==> src/rtl/sec_pkg.sv <==
package sec_pkg;

    localparam int unsigned MSR_AW  = 32;
    localparam int unsigned MSR_DW  = 32;
    localparam int unsigned SEL_W   = 16;
    localparam int unsigned N_MSR   = 3;
    localparam int unsigned IDX_W   = $clog2(N_MSR);
    localparam logic [MSR_AW-1:0] MSR_BASE = 32'h0000_0174;

    localparam int unsigned IDX_CS  = 0;
    localparam int unsigned IDX_ESP = 1;
    localparam int unsigned IDX_EIP = 2;

    localparam int unsigned FLAG_VM_BIT = 17;
    localparam int unsigned FLAG_IF_BIT = 9;

    localparam logic [SEL_W-1:0] SS_OFFSET = 16'd8;

    typedef struct packed {
        logic [31:0] base;
        logic [15:0] limit;
        logic        gran;
        logic        sys_n;
        logic [3:0]  kind;
        logic        dbig;
        logic [1:0]  dpl;
        logic        present;
    } seg_desc_t;

    localparam int unsigned DESC_W = $bits(seg_desc_t);

    localparam logic [3:0] KIND_CODE  = 4'b1011;
    localparam logic [3:0] KIND_STACK = 4'b0011;

    function automatic seg_desc_t flat_ring0(input logic [3:0] kind);
        seg_desc_t d;
        d.base    = '0;
        d.limit   = 16'hFFFF;
        d.gran    = 1'b1;
        d.sys_n   = 1'b1;
        d.kind    = kind;
        d.dbig    = 1'b1;
        d.dpl     = 2'b00;
        d.present = 1'b1;
        return d;
    endfunction

    function automatic logic [SEL_W-1:0] ring0_sel(input logic [SEL_W-1:0] s);
        return {s[SEL_W-1:2], 2'b00};
    endfunction

    function automatic logic [31:0] entry_flags(input logic [31:0] f);
        logic [31:0] r;
        r = f;
        r[FLAG_VM_BIT] = 1'b0;
        r[FLAG_IF_BIT] = 1'b0;
        return r;
    endfunction

endpackage

==> src/rtl/sec_msr_bank.sv <==
module sec_msr_bank
    import sec_pkg::*;
#(
    parameter int unsigned AW = MSR_AW,
    parameter int unsigned DW = MSR_DW,
    parameter int unsigned NR = N_MSR
) (
    input  logic          clk,
    input  logic          rst,
    input  logic          wr_en,
    input  logic          rd_en,
    input  logic [AW-1:0] addr,
    input  logic [DW-1:0] wdata,
    output logic [DW-1:0] rdata,
    output logic          rd_valid,
    output logic          rd_bad,
    output logic [DW-1:0] cs_q,
    output logic [DW-1:0] esp_q,
    output logic [DW-1:0] eip_q
);

    logic [NR-1:0][DW-1:0] regs_q;
    logic [NR-1:0]         hit;
    logic [DW-1:0]         rd_mux;

    for (genvar i = 0; i < NR; i++) begin : g_dec
        assign hit[i] = (addr == (MSR_BASE + AW'(i)));
    end

    always_comb begin
        rd_mux = '0;
        for (int i = 0; i < NR; i++) begin
            if (hit[i]) rd_mux = regs_q[i];
        end
    end

    always_ff @(posedge clk) begin
        if (rst) begin
            regs_q <= '0;
        end else if (wr_en) begin
            for (int i = 0; i < NR; i++) begin
                if (hit[i]) regs_q[i] <= wdata;
            end
        end
    end

    always_ff @(posedge clk) begin
        if (rst) begin
            rdata    <= '0;
            rd_valid <= 1'b0;
            rd_bad   <= 1'b0;
        end else begin
            rd_valid <= rd_en;
            if (rd_en) begin
                rdata  <= rd_mux;
                rd_bad <= ~|hit;
            end else begin
                rd_bad <= 1'b0;
            end
        end
    end

    assign cs_q  = regs_q[IDX_CS];
    assign esp_q = regs_q[IDX_ESP];
    assign eip_q = regs_q[IDX_EIP];

endmodule

==> src/rtl/sec_guard.sv <==
module sec_guard
    import sec_pkg::*;
#(
    parameter int unsigned DW = MSR_DW
) (
    input  logic          req,
    input  logic          pe_en,
    input  logic [DW-1:0] cs_val,
    output logic          go,
    output logic          fault,
    output logic          fault_pe
);

    logic sel_null;

    always_comb begin
        sel_null = (cs_val == '0);
        fault_pe = req && !pe_en;
        fault    = req && (!pe_en || sel_null);
        go       = req && pe_en && !sel_null;
    end

endmodule

==> src/rtl/sec_state_build.sv <==
module sec_state_build
    import sec_pkg::*;
#(
    parameter int unsigned DW = MSR_DW,
    parameter int unsigned SW = SEL_W
) (
    input  logic          clk,
    input  logic          rst,
    input  logic          go,
    input  logic          fault,
    input  logic          fault_pe,
    input  logic [DW-1:0] cs_val,
    input  logic [DW-1:0] esp_val,
    input  logic [DW-1:0] eip_val,
    input  logic [31:0]   eflags_in,
    output logic          valid_o,
    output logic          fault_o,
    output logic          fault_pe_o,
    output logic [SW-1:0] cs_sel_o,
    output logic [SW-1:0] ss_sel_o,
    output seg_desc_t     cs_desc_o,
    output seg_desc_t     ss_desc_o,
    output logic [DW-1:0] esp_o,
    output logic [DW-1:0] eip_o,
    output logic [31:0]   eflags_o
);

    logic [SW-1:0] sel_r0;

    assign sel_r0 = ring0_sel(cs_val[SW-1:0]);

    always_ff @(posedge clk) begin
        if (rst) begin
            valid_o    <= 1'b0;
            fault_o    <= 1'b0;
            fault_pe_o <= 1'b0;
            cs_sel_o   <= '0;
            ss_sel_o   <= '0;
            cs_desc_o  <= '0;
            ss_desc_o  <= '0;
            esp_o      <= '0;
            eip_o      <= '0;
            eflags_o   <= '0;
        end else begin
            valid_o    <= go;
            fault_o    <= fault;
            fault_pe_o <= fault && fault_pe;
            if (go) begin
                cs_sel_o  <= sel_r0;
                ss_sel_o  <= sel_r0 + SS_OFFSET;
                cs_desc_o <= flat_ring0(KIND_CODE);
                ss_desc_o <= flat_ring0(KIND_STACK);
                esp_o     <= esp_val;
                eip_o     <= eip_val;
                eflags_o  <= entry_flags(eflags_in);
            end
        end
    end

endmodule

==> src/rtl/sec_entry_unit.sv <==
module sec_entry_unit
    import sec_pkg::*;
#(
    parameter int unsigned AW = MSR_AW,
    parameter int unsigned DW = MSR_DW,
    parameter int unsigned SW = SEL_W,
    localparam int unsigned DSW = DESC_W
) (
    input  logic           clk,
    input  logic           rst,
    input  logic           msr_wr_en,
    input  logic           msr_rd_en,
    input  logic [AW-1:0]  msr_addr,
    input  logic [DW-1:0]  msr_wdata,
    output logic [DW-1:0]  msr_rdata,
    output logic           msr_rd_valid,
    output logic           msr_rd_bad,
    input  logic           pe_en,
    input  logic           entry_req,
    input  logic [31:0]    eflags_in,
    output logic           ent_valid,
    output logic           ent_fault,
    output logic           ent_fault_pe,
    output logic [SW-1:0]  cs_sel,
    output logic [SW-1:0]  ss_sel,
    output logic [DSW-1:0] cs_desc,
    output logic [DSW-1:0] ss_desc,
    output logic [DW-1:0]  esp_out,
    output logic [DW-1:0]  eip_out,
    output logic [31:0]    eflags_out
);

    logic [DW-1:0] cs_q, esp_q, eip_q;
    logic          go, fault, fault_pe;
    seg_desc_t     cs_d, ss_d;

    sec_msr_bank #(.AW(AW), .DW(DW), .NR(N_MSR)) u_bank (
        .clk      (clk),
        .rst      (rst),
        .wr_en    (msr_wr_en),
        .rd_en    (msr_rd_en),
        .addr     (msr_addr),
        .wdata    (msr_wdata),
        .rdata    (msr_rdata),
        .rd_valid (msr_rd_valid),
        .rd_bad   (msr_rd_bad),
        .cs_q     (cs_q),
        .esp_q    (esp_q),
        .eip_q    (eip_q)
    );

    sec_guard #(.DW(DW)) u_guard (
        .req      (entry_req),
        .pe_en    (pe_en),
        .cs_val   (cs_q),
        .go       (go),
        .fault    (fault),
        .fault_pe (fault_pe)
    );

    sec_state_build #(.DW(DW), .SW(SW)) u_build (
        .clk        (clk),
        .rst        (rst),
        .go         (go),
        .fault      (fault),
        .fault_pe   (fault_pe),
        .cs_val     (cs_q),
        .esp_val    (esp_q),
        .eip_val    (eip_q),
        .eflags_in  (eflags_in),
        .valid_o    (ent_valid),
        .fault_o    (ent_fault),
        .fault_pe_o (ent_fault_pe),
        .cs_sel_o   (cs_sel),
        .ss_sel_o   (ss_sel),
        .cs_desc_o  (cs_d),
        .ss_desc_o  (ss_d),
        .esp_o      (esp_out),
        .eip_o      (eip_out),
        .eflags_o   (eflags_out)
    );

    assign cs_desc = cs_d;
    assign ss_desc = ss_d;

endmodule

==> config.mk <==
export PLATFORM = sky130hd
export DESIGN_NAME = sec_entry_unit
export DESIGN_NICKNAME = d
export VERILOG_FILES = /design/src/rtl/sec_pkg.sv /design/src/rtl/sec_msr_bank.sv /design/src/rtl/sec_guard.sv /design/src/rtl/sec_state_build.sv /design/src/rtl/sec_entry_unit.sv
export SDC_FILE = /design/constraint.sdc
export NUM_CORES = 1
export LEC_CHECK = 0
export ABC_AREA = 1
export BUFFER_PORTS_ARGS = -buffer_cell sky130_fd_sc_hd__buf_4
export CORE_UTILIZATION = 40
export CTS_BUF_LIST = sky130_fd_sc_hd__clkbuf_4
export CTS_CLUSTER_DIAMETER = 80
export CTS_CLUSTER_SIZE = 10
export DETAILED_ROUTE_END_ITERATION = 8
export GPL_TIMING_DRIVEN = 0
export PLACE_DENSITY = 0.66
export SLEW_MARGIN = 20
export SYNTH_ARGS = -nofsm -noshare
export SYNTH_HDL_FRONTEND = slang
export SYNTH_SLANG_ARGS = --single-unit
==> constraint.sdc <==
create_clock -name clk -period 3.4 [get_ports clk]
set_input_delay 0.17 -clock clk [delete_from_list [all_inputs] [get_ports clk]]
set_output_delay 0.17 -clock clk [all_outputs]
set_load 0.02 [all_outputs]
==> results of run 1 <==
==> worst paths after layout <==
check                                    startpoint                           endpoint  slack (ns)  depth (start not counted)
setup / recovery  u_build.ss_desc_o[4]$_SDFFE_PP0P_                        cs_desc[25]        1.34                          2
hold / removal                                  rst       u_bank.rdata[3]$_SDFFE_PP0P_        0.06                          3
setup reg to reg       u_bank.cs_q[14]$_SDFFE_PP0P_  u_build.ss_desc_o[4]$_SDFFE_PP0P_        1.51                         10
hold reg to reg        u_bank.rdata[3]$_SDFFE_PP0P_       u_bank.rdata[3]$_SDFFE_PP0P_        0.47                          2
==> placed cells by master, fill, tap and decap left out, types with 6 or more instances in the layout <==
cell type and instances:
dlygate4sd3_1 69, buf_2 16, o21ai_1 49, inv_2 8, nor2_2 31, nand2_1 155
inv_1 80, clkbuf_4 29, xor2_1 8, buf_4 447, nand4_1 8, a21oi_1 96
buf_1 6, clkbuf_1 42, dfxtp_1 254, buf_6 16, nand3_1 188, conb_1 77
nor2_1 304, o21ai_0 113
==> critical path, delay by kind of cell, from the launching register on <==
family / cells / cell delay, ns
DFF: 1 / 0.83
buffers and inverters: 2 / 0.35
==> routing by layer <==
layer	part of all wire (%)	wire, um	vias to the layer above	GRT usage, %
li1	-	-	5704	-
met1	45	16410	4886	32.49
met2	46	16580	396	39.87
met3	7.2	2638	58	3.424
met4	2.2	793	0	6.366
met5	0	0	-	0
==> power by group <==
group          internal [W]  switching [W]  leakage (nW)
clock network      0.000397       0.000981         0.143
registers           0.00299    0.000000585          2.05
logic              0.000227       0.000267          4.71
total               0.00361        0.00125          6.90
==> per-stage QoR <==
step / hold slack (ns) / power (W) / cell area, sq um
5_1_grt: 0.05174 / 0.005055 / 15380
6_report: 0.05745 / 0.004859 / 15380
3_5_place_dp: 0.3550 / 0.003476 / 14450
3_3_place_gp: 0.3476 / 0.003473 / 14450
2_1_floorplan: 0.2424 / 0.003320 / 11710
4_1_cts: 0.008954 / 0.004905 / 15370
==> cell type report <==
type	instances	area (sq um)
flip-flops and latches	255	5106
fillers	2793	12560
clock buffers	29	217.7
plain buffers	225	1529
clock inverters	3	12.51
inverters	89	334.1
multi-input cells	1049	4743
diodes	1	2.502
well taps	378	473.0
repair buffers	371	2958
==> flip-flops by register name (all words and copies together) (netlist names) <==
register and count:
u_bank.esp_q 32, u_bank.rdata 32, u_build.cs_sel_o 14, u_build.fault_pe_o 1, u_build.eip_o 32, u_build.ss_sel_o 13
u_build.esp_o 32, u_build.fault_o 1, u_build.valid_o 1, u_build.eflags_o 30, u_bank.rd_bad 1, u_bank.cs_q 32
u_bank.rd_valid 1, u_bank.eip_q 32, u_build.ss_desc_o 1
==> cell families (layout without fill, tap and decap cells) <==
| family | after synthesis | in the layout | synth area share (%) |
|---|---|---|---|
| other cells | 1 | 78 | 0.03282 |
| buf+inv | 314 | 717 | 16.31 |
| xor+xnor | 9 | 9 | 0.6899 |
| simple gates | 704 | 704 | 26.88 |
| compound gates | 258 | 258 | 11.30 |
| flops | 255 | 255 | 44.68 |
| fa+ha+maj | 1 | 1 | 0.1095 |
==> impl_metrics.json, run 1 <==
{
  "fmax_mhz": 485.1,
  "root_buffer": "clkbuf_4",
  "crit_path_end_kind": "primary output",
  "drc": 0,
  "cp_slowest_stage_delay_ns": 0.83,
  "yosysTopAreaCell": "dfxtp_1",
  "setup_viol": 0,
  "leakage_nw": 6.905,
  "areaGrowthSynthToFinish_pct": 34.57,
  "antenna_found_initial": 1,
  "path_class": "reg2out",
  "async_flop_share_pct": 0,
  "crit_slowest_cell": "dfxtp_2",
  "crit_required_ns": 3.23,
  "dp_hpwl_mm": 28.18,
  "via_per_inst": 4.602,
  "max_slew_margin_pct": 50.58,
  "dp.cells": 2298,
  "synthCells": 1542,
  "ir_drop_uv": 203.3,
  "clock_path_buffers": 3,
  "synth-main-ff-cell": "dfxtp_1",
  "ys_ff_latch": 255,
  "grt_max_degree": 47,
  "vias": 11040,
  "post-cts-setup-buffers": 0,
  "fin_crit_sh_pct": 60.62,
  "cts_tree": "built",
  "final_max_slew_viol_count": 0,
  "crit_path_frequent_cell": "buf_4",
  "final_layout_size_suffix_gt1_share_pct": 27.66,
  "pre_cts_slack_ns": 1.424,
  "ant_nets": 0,
  "cts-htree-levels": 1,
  "min-delay-path-class": "in2reg",
  "design.die.area_sq_um": 29240,
  "synth-warning-count": 0,
  "numCtsBuffers": 29,
  "drt_iter0_markers": 653,
  "synth_cell_types": 28,
  "grt_pass1_wl_mm": 55.32,
  "crit_fanout": 46,
  "clock-sinks": 255,
  "ys_top_cells_by_count": "nor2_1 (304), dfxtp_1 (255), nand3_1 (188), nand2_1 (155), buf_4 (145)",
  "cts.clk_slew.worst_paths_ns": 0.10,
  "std_cell_rows": 61,
  "hold_viol_final": 0,
  "dr.pass1.iters": 7,
  "setup-tns-final_ns": 0,
  "run_status": "finished, final reports clean",
  "cts_hold_buf": 69,
  "worst_skew_pair.late_latency_ns": 0.72,
  "fin_crit_ns": 2.061,
  "worstPathArrival_ns": 1.89,
  "grt_pass1_vias": 10300,
  "wl_per_cell_um": 15.18,
  "syn_area_sq_um": 11430,
  "initial_core_util_pct": 40.90,
  "power_density_nw_per_um2": 316.0,
  "postSynthAreaPerCell_sq_um": 7.410,
  "final.setup.worst_slack_ns": 1.339,
  "grt_overflow": 0,
  "die_width_um": 171.0,
  "skew_ns": 0.02060,
  "cts_resized": 0,
  "gp_congestion": 0.9656,
  "grt_setup_unrepaired": "false",
  "die_y_um": 171.0,
  "synthMostInstantiatedCell": "nor2_1",
  "drv_cap": 0,
  "worstSetupStartpointType": "register",
  "synth-seq-area-share_pct": 44.68,
  "crit_chain": "buf_4 -> buf_4",
  "final_util_pct": 55.04,
  "final_nets": 2123,
  "port_buffers": 302,
  "ys_top_cells_by_area": "dfxtp_1 (45%), nor2_1 (10%), buf_4 (9.5%)",
  "worst_slew_pin_slew_ns": 0.7413,
  "stdcell_count": 2400,
  "synth-edff-count": 0,
  "synth_top_area_share_pct": 44.68,
  "routed_wl_mm": 36.43,
  "core-area_sq_um": 27930,
  "io-pin-count": 383,
  "grt_use_total_pct": 24.03
}
Power figures use the tool's default switching activity.
==> run 2, diff against run 1 <==
--- a/config.mk
+++ b/config.mk
@@ -5,7 +5,7 @@
 export SDC_FILE = /design/constraint.sdc
 export NUM_CORES = 1
 export LEC_CHECK = 0
-export ABC_AREA = 1
+export ABC_AREA = 0
 export BUFFER_PORTS_ARGS = -buffer_cell sky130_fd_sc_hd__buf_4
 export CORE_UTILIZATION = 40
 export CTS_BUF_LIST = sky130_fd_sc_hd__clkbuf_4
@@ -13,7 +13,7 @@
 export CTS_CLUSTER_SIZE = 10
 export DETAILED_ROUTE_END_ITERATION = 8
 export GPL_TIMING_DRIVEN = 0
-export PLACE_DENSITY = 0.66
+export PLACE_DENSITY = 0.68
 export SLEW_MARGIN = 20
 export SYNTH_ARGS = -nofsm -noshare
 export SYNTH_HDL_FRONTEND = slang
==> constraint.sdc (replaced) <==
create_clock -name clk -period 1.7 [get_ports clk]
set_input_delay 0.085 -clock clk [delete_from_list [all_inputs] [get_ports clk]]
set_output_delay 0.085 -clock clk [all_outputs]
set_load 0.02 [all_outputs]
==> impl_metrics.json, run 2 <==
{
  "run_status": "complete, but fails checks",
  "failed_checks": "negative setup slack",
  "max_slew_margin_pct": 41.51,
  "dp.cells": 1929,
  "ant_nets": 0,
  "grt_max_degree": 24,
  "worstPathArrival_ns": 2.40,
  "crit_required_ns": 2.29,
  "postLayoutCellArea_sq_um": 15880,
  "pre_cts_slack_ns": -0.4115,
  "drc": 0,
  "cts_tree": "built",
  "ys_top_cells_by_count": "nand2_1 (310), dfxtp_1 (255), mux2i_1 (238), buf_4 (129)",
  "synth-warning-count": 0,
  "yosysTopAreaCell": "dfxtp_1",
  "grt_overflow": 0,
  "final_max_slew_viol_count": 0,
  "power_density_nw_per_um2": 608.9,
  "stdcell_count": 2055,
  "clock_path_buffers": 3,
  "std_cell_rows": 61,
  "final_common_cell": "buf_4",
  "worstSetupEndpoint": "u_build.eip_o[17]$_SDFFE_PP0P_",
  "worst_skew_pair.late_latency_ns": 0.72,
  "leakage_nw": 7.749,
  "crit_slowest_cell": "dfxtp_2",
  "final_nets": 1779,
  "grt_pass1_wl_mm": 50.76,
  "final_cell_mix": "buf_4 (445), nand2_1 (310), mux2i_1 (238)",
  "synthMostInstantiatedCell": "nand2_1",
  "synth_top_area_share_pct": 45.18,
  "routed_wl_mm": 34.22,
  "worstSetupStartpointType": "register",
  "cts-htree-levels": 1,
  "setup_viol": 87,
  "root_buffer": "clkbuf_4",
  "regToRegSetupSlack_ns": -0.12,
  "clock-sinks": 255,
  "final.setup.worst_slack_ns": -0.1160,
  "placed_cell_area_sq_um": 14350,
  "die_width_um": 170.1,
  "areaGrowthSynthToFinish_pct": 40.51,
  "synth-edff-count": 0,
  "p_clk_share_pct": 28.3,
  "synth-seq-area-share_pct": 45.18,
  "dr.pass1.iters": 5,
  "fmax_mhz": 550.7,
  "r2r-end": "u_build.eip_o[17]$_SDFFE_PP0P_",
  "cp_slowest_stage_delay_ns": 0.37,
  "ys_top_cells_by_area": "dfxtp_1 (45%), mux2i_1 (21%), nand2_1 (10%)",
  "synth-main-ff-cell": "dfxtp_1",
  "dp_hpwl_mm": 24.39,
  "p_sw_share_pct": 25.48,
  "crit_chain": "nor4_1 -> and4_4 -> a21o_1 -> buf_6 -> buf_12 -> buf_12 -> mux2i_1",
  "fin_crit_sh_pct": 106.8,
  "initial_core_util_pct": 40.67,
  "final_layout_size_suffix_gt1_share_pct": 35.20,
  "port_buffers": 302,
  "path_class": "reg2reg",
  "synth_cell_types": 44,
  "ir_drop_uv": 502.4,
  "syn_area_sq_um": 11300,
  "cts.clk_slew.worst_paths_ns": 0.13,
  "design.die.area_sq_um": 28930,
  "skew_ns": 0.06348,
  "io-pin-count": 383,
  "crit_path_frequent_cell": "buf_12",
  "startpoint": "u_bank.cs_q[1]$_SDFFE_PP0P_",
  "async_flop_share_pct": 0,
  "worstReg2RegStart": "u_bank.cs_q[1]$_SDFFE_PP0P_",
  "wl_per_cell_um": 16.65,
  "grt_setup_unrepaired": "true",
  "via_per_inst": 4.697,
  "die_y_um": 170.1,
  "ff2ff_path_depth": 7,
  "drt_iter0_markers": 423,
  "hold_viol_final": 0,
  "fin_crit_ns": 1.816,
  "worst_slew_pin_slew_ns": 0.8774,
  "gp_congestion": 0.8383,
  "numCtsBuffers": 29,
  "synthCells": 1173,
  "switchingPower_w": 0.002464,
  "ys_ff_latch": 255,
  "combPwrFrac_pct": 9.9,
  "seq_power_share_pct": 61.7,
  "vias": 9653,
  "crit_path_end_kind": "register",
  "power.internal_w": 0.007204,
  "core-area_sq_um": 27780,
  "grt_pass1_vias": 9056,
  "antenna_found_initial": 1,
  "grt_use_total_pct": 22.57,
  "min-delay-path-class": "in2reg",
  "postSynthAreaPerCell_sq_um": 9.633,
  "crit_fanout": 6,
  "drv_cap": 0
}
## run 2: cell types whose count changed after synthesis, moves of 16 or more
cell | previous run | this run
nor2_1 | 304 | 4
nand2_1 | 155 | 310
mux2i_1 | 0 | 238
o21ai_1 | 49 | 0
nor2_2 | 31 | 0
buf_4 | 145 | 129
o21ai_0 | 113 | 5
nand3_1 | 188 | 6
o221ai_2 | 0 | 30
inv_1 | 80 | 43
a21oi_1 | 96 | 4
## run 2: cell type report
cell class                 instances  area (sq um)
tap                              378         473.0
sequential                       255          5151
antenna                            1         2.502
clock buffer                      29         217.7
buffer                           195          1421
multi-input combinational        751          5152
timing repair buffer             400          3282
clock inverter                     2         11.26
fill                            2508         11910
inverter                          44         165.2
## run 2: metrics by stage
step	setup TNS (ns)	hold WS [ns]	power (W)	utilization [%]
final	-4.497	0.04498	0.009668	57.15
after global routing	-10.14	0.05889	0.01006	57.15
after CTS	-4.208	0.01461	0.009756	56.56
after detailed placement	-56.84	0.2901	0.006915	51.65
after global placement	-54.07	0.2836	0.006911	51.64
after floorplan	0	0.1574	0.006604	-
## run 2: logic make-up (layout without fill, tap and decap cells)
kind of cell | after synthesis | in the layout | share of synthesized area (%)
compound gates | 67 | 67 | 6.389
xor+xnor | 4 | 4 | 0.3101
fa+ha+maj | 1 | 1 | 0.1107
buf+inv | 243 | 670 | 12.90
flops | 255 | 255 | 45.18
mux | 240 | 240 | 21.28
other cells | 1 | 78 | 0.03319
simple gates | 362 | 362 | 13.80
## run 2: worst min path at each step
| stage | start | end | slack [ns] | cells past startpoint |
|---|---|---|---|---|
| final | msr_addr[9] | u_bank.eip_q[2]$_SDFFE_PP0P_ | 0.04 | 6 |
| after global routing | msr_addr[9] | u_bank.eip_q[4]$_SDFFE_PP0P_ | 0.06 | 6 |
| after CTS | msr_addr[9] | u_bank.eip_q[2]$_SDFFE_PP0P_ | 0.01 | 6 |
| after detailed placement | pe_en | u_build.fault_pe_o$_SDFF_PP0_ | 0.29 | 2 |
| after global placement | pe_en | u_build.fault_pe_o$_SDFF_PP0_ | 0.28 | 2 |
| after floorplan | pe_en | u_build.fault_pe_o$_SDFF_PP0_ | 0.16 | 1 |
## run 2: power by group through the flow
stage	registers (W)	logic, W	clock network (W)
after floorplan	0.00612	0.000485	0
after global placement	0.00611	0.000798	0
after detailed placement	0.00611	0.000802	0
after CTS	0.00598	0.000950	0.00283
after global routing	0.00597	0.00103	0.00306
final	0.00597	0.000960	0.00274
## run 2: critical path: cells and delay by family (launching register included)
family | cells | cell delay, ns
mux | 1 | 0.20
simple gates | 2 | 0.56
buf+inv | 3 | 0.42
flops | 1 | 0.37
compound gates | 1 | 0.13
## run 2: routing by layer
metal	routed length (um)	track usage, %
met5	0	0
met4	988	7.286
met3	1727	2.674
met2	16690	39.08
met1	14810	29.07
## run 2: timing repair
| item | 4_1_cts | 5_1_grt |
|---|---|---|
| hold buffers | 79 | 0 |
| endpoints found under the hold margin | 137 | 0 |
| setup endpoints to repair | 169 | 183 |
| pin swaps | 10 | 5 |
| cloned | 2 | 1 |
| setup buffers | 10 | 6 |
| gates resized for setup | 64 | 34 |
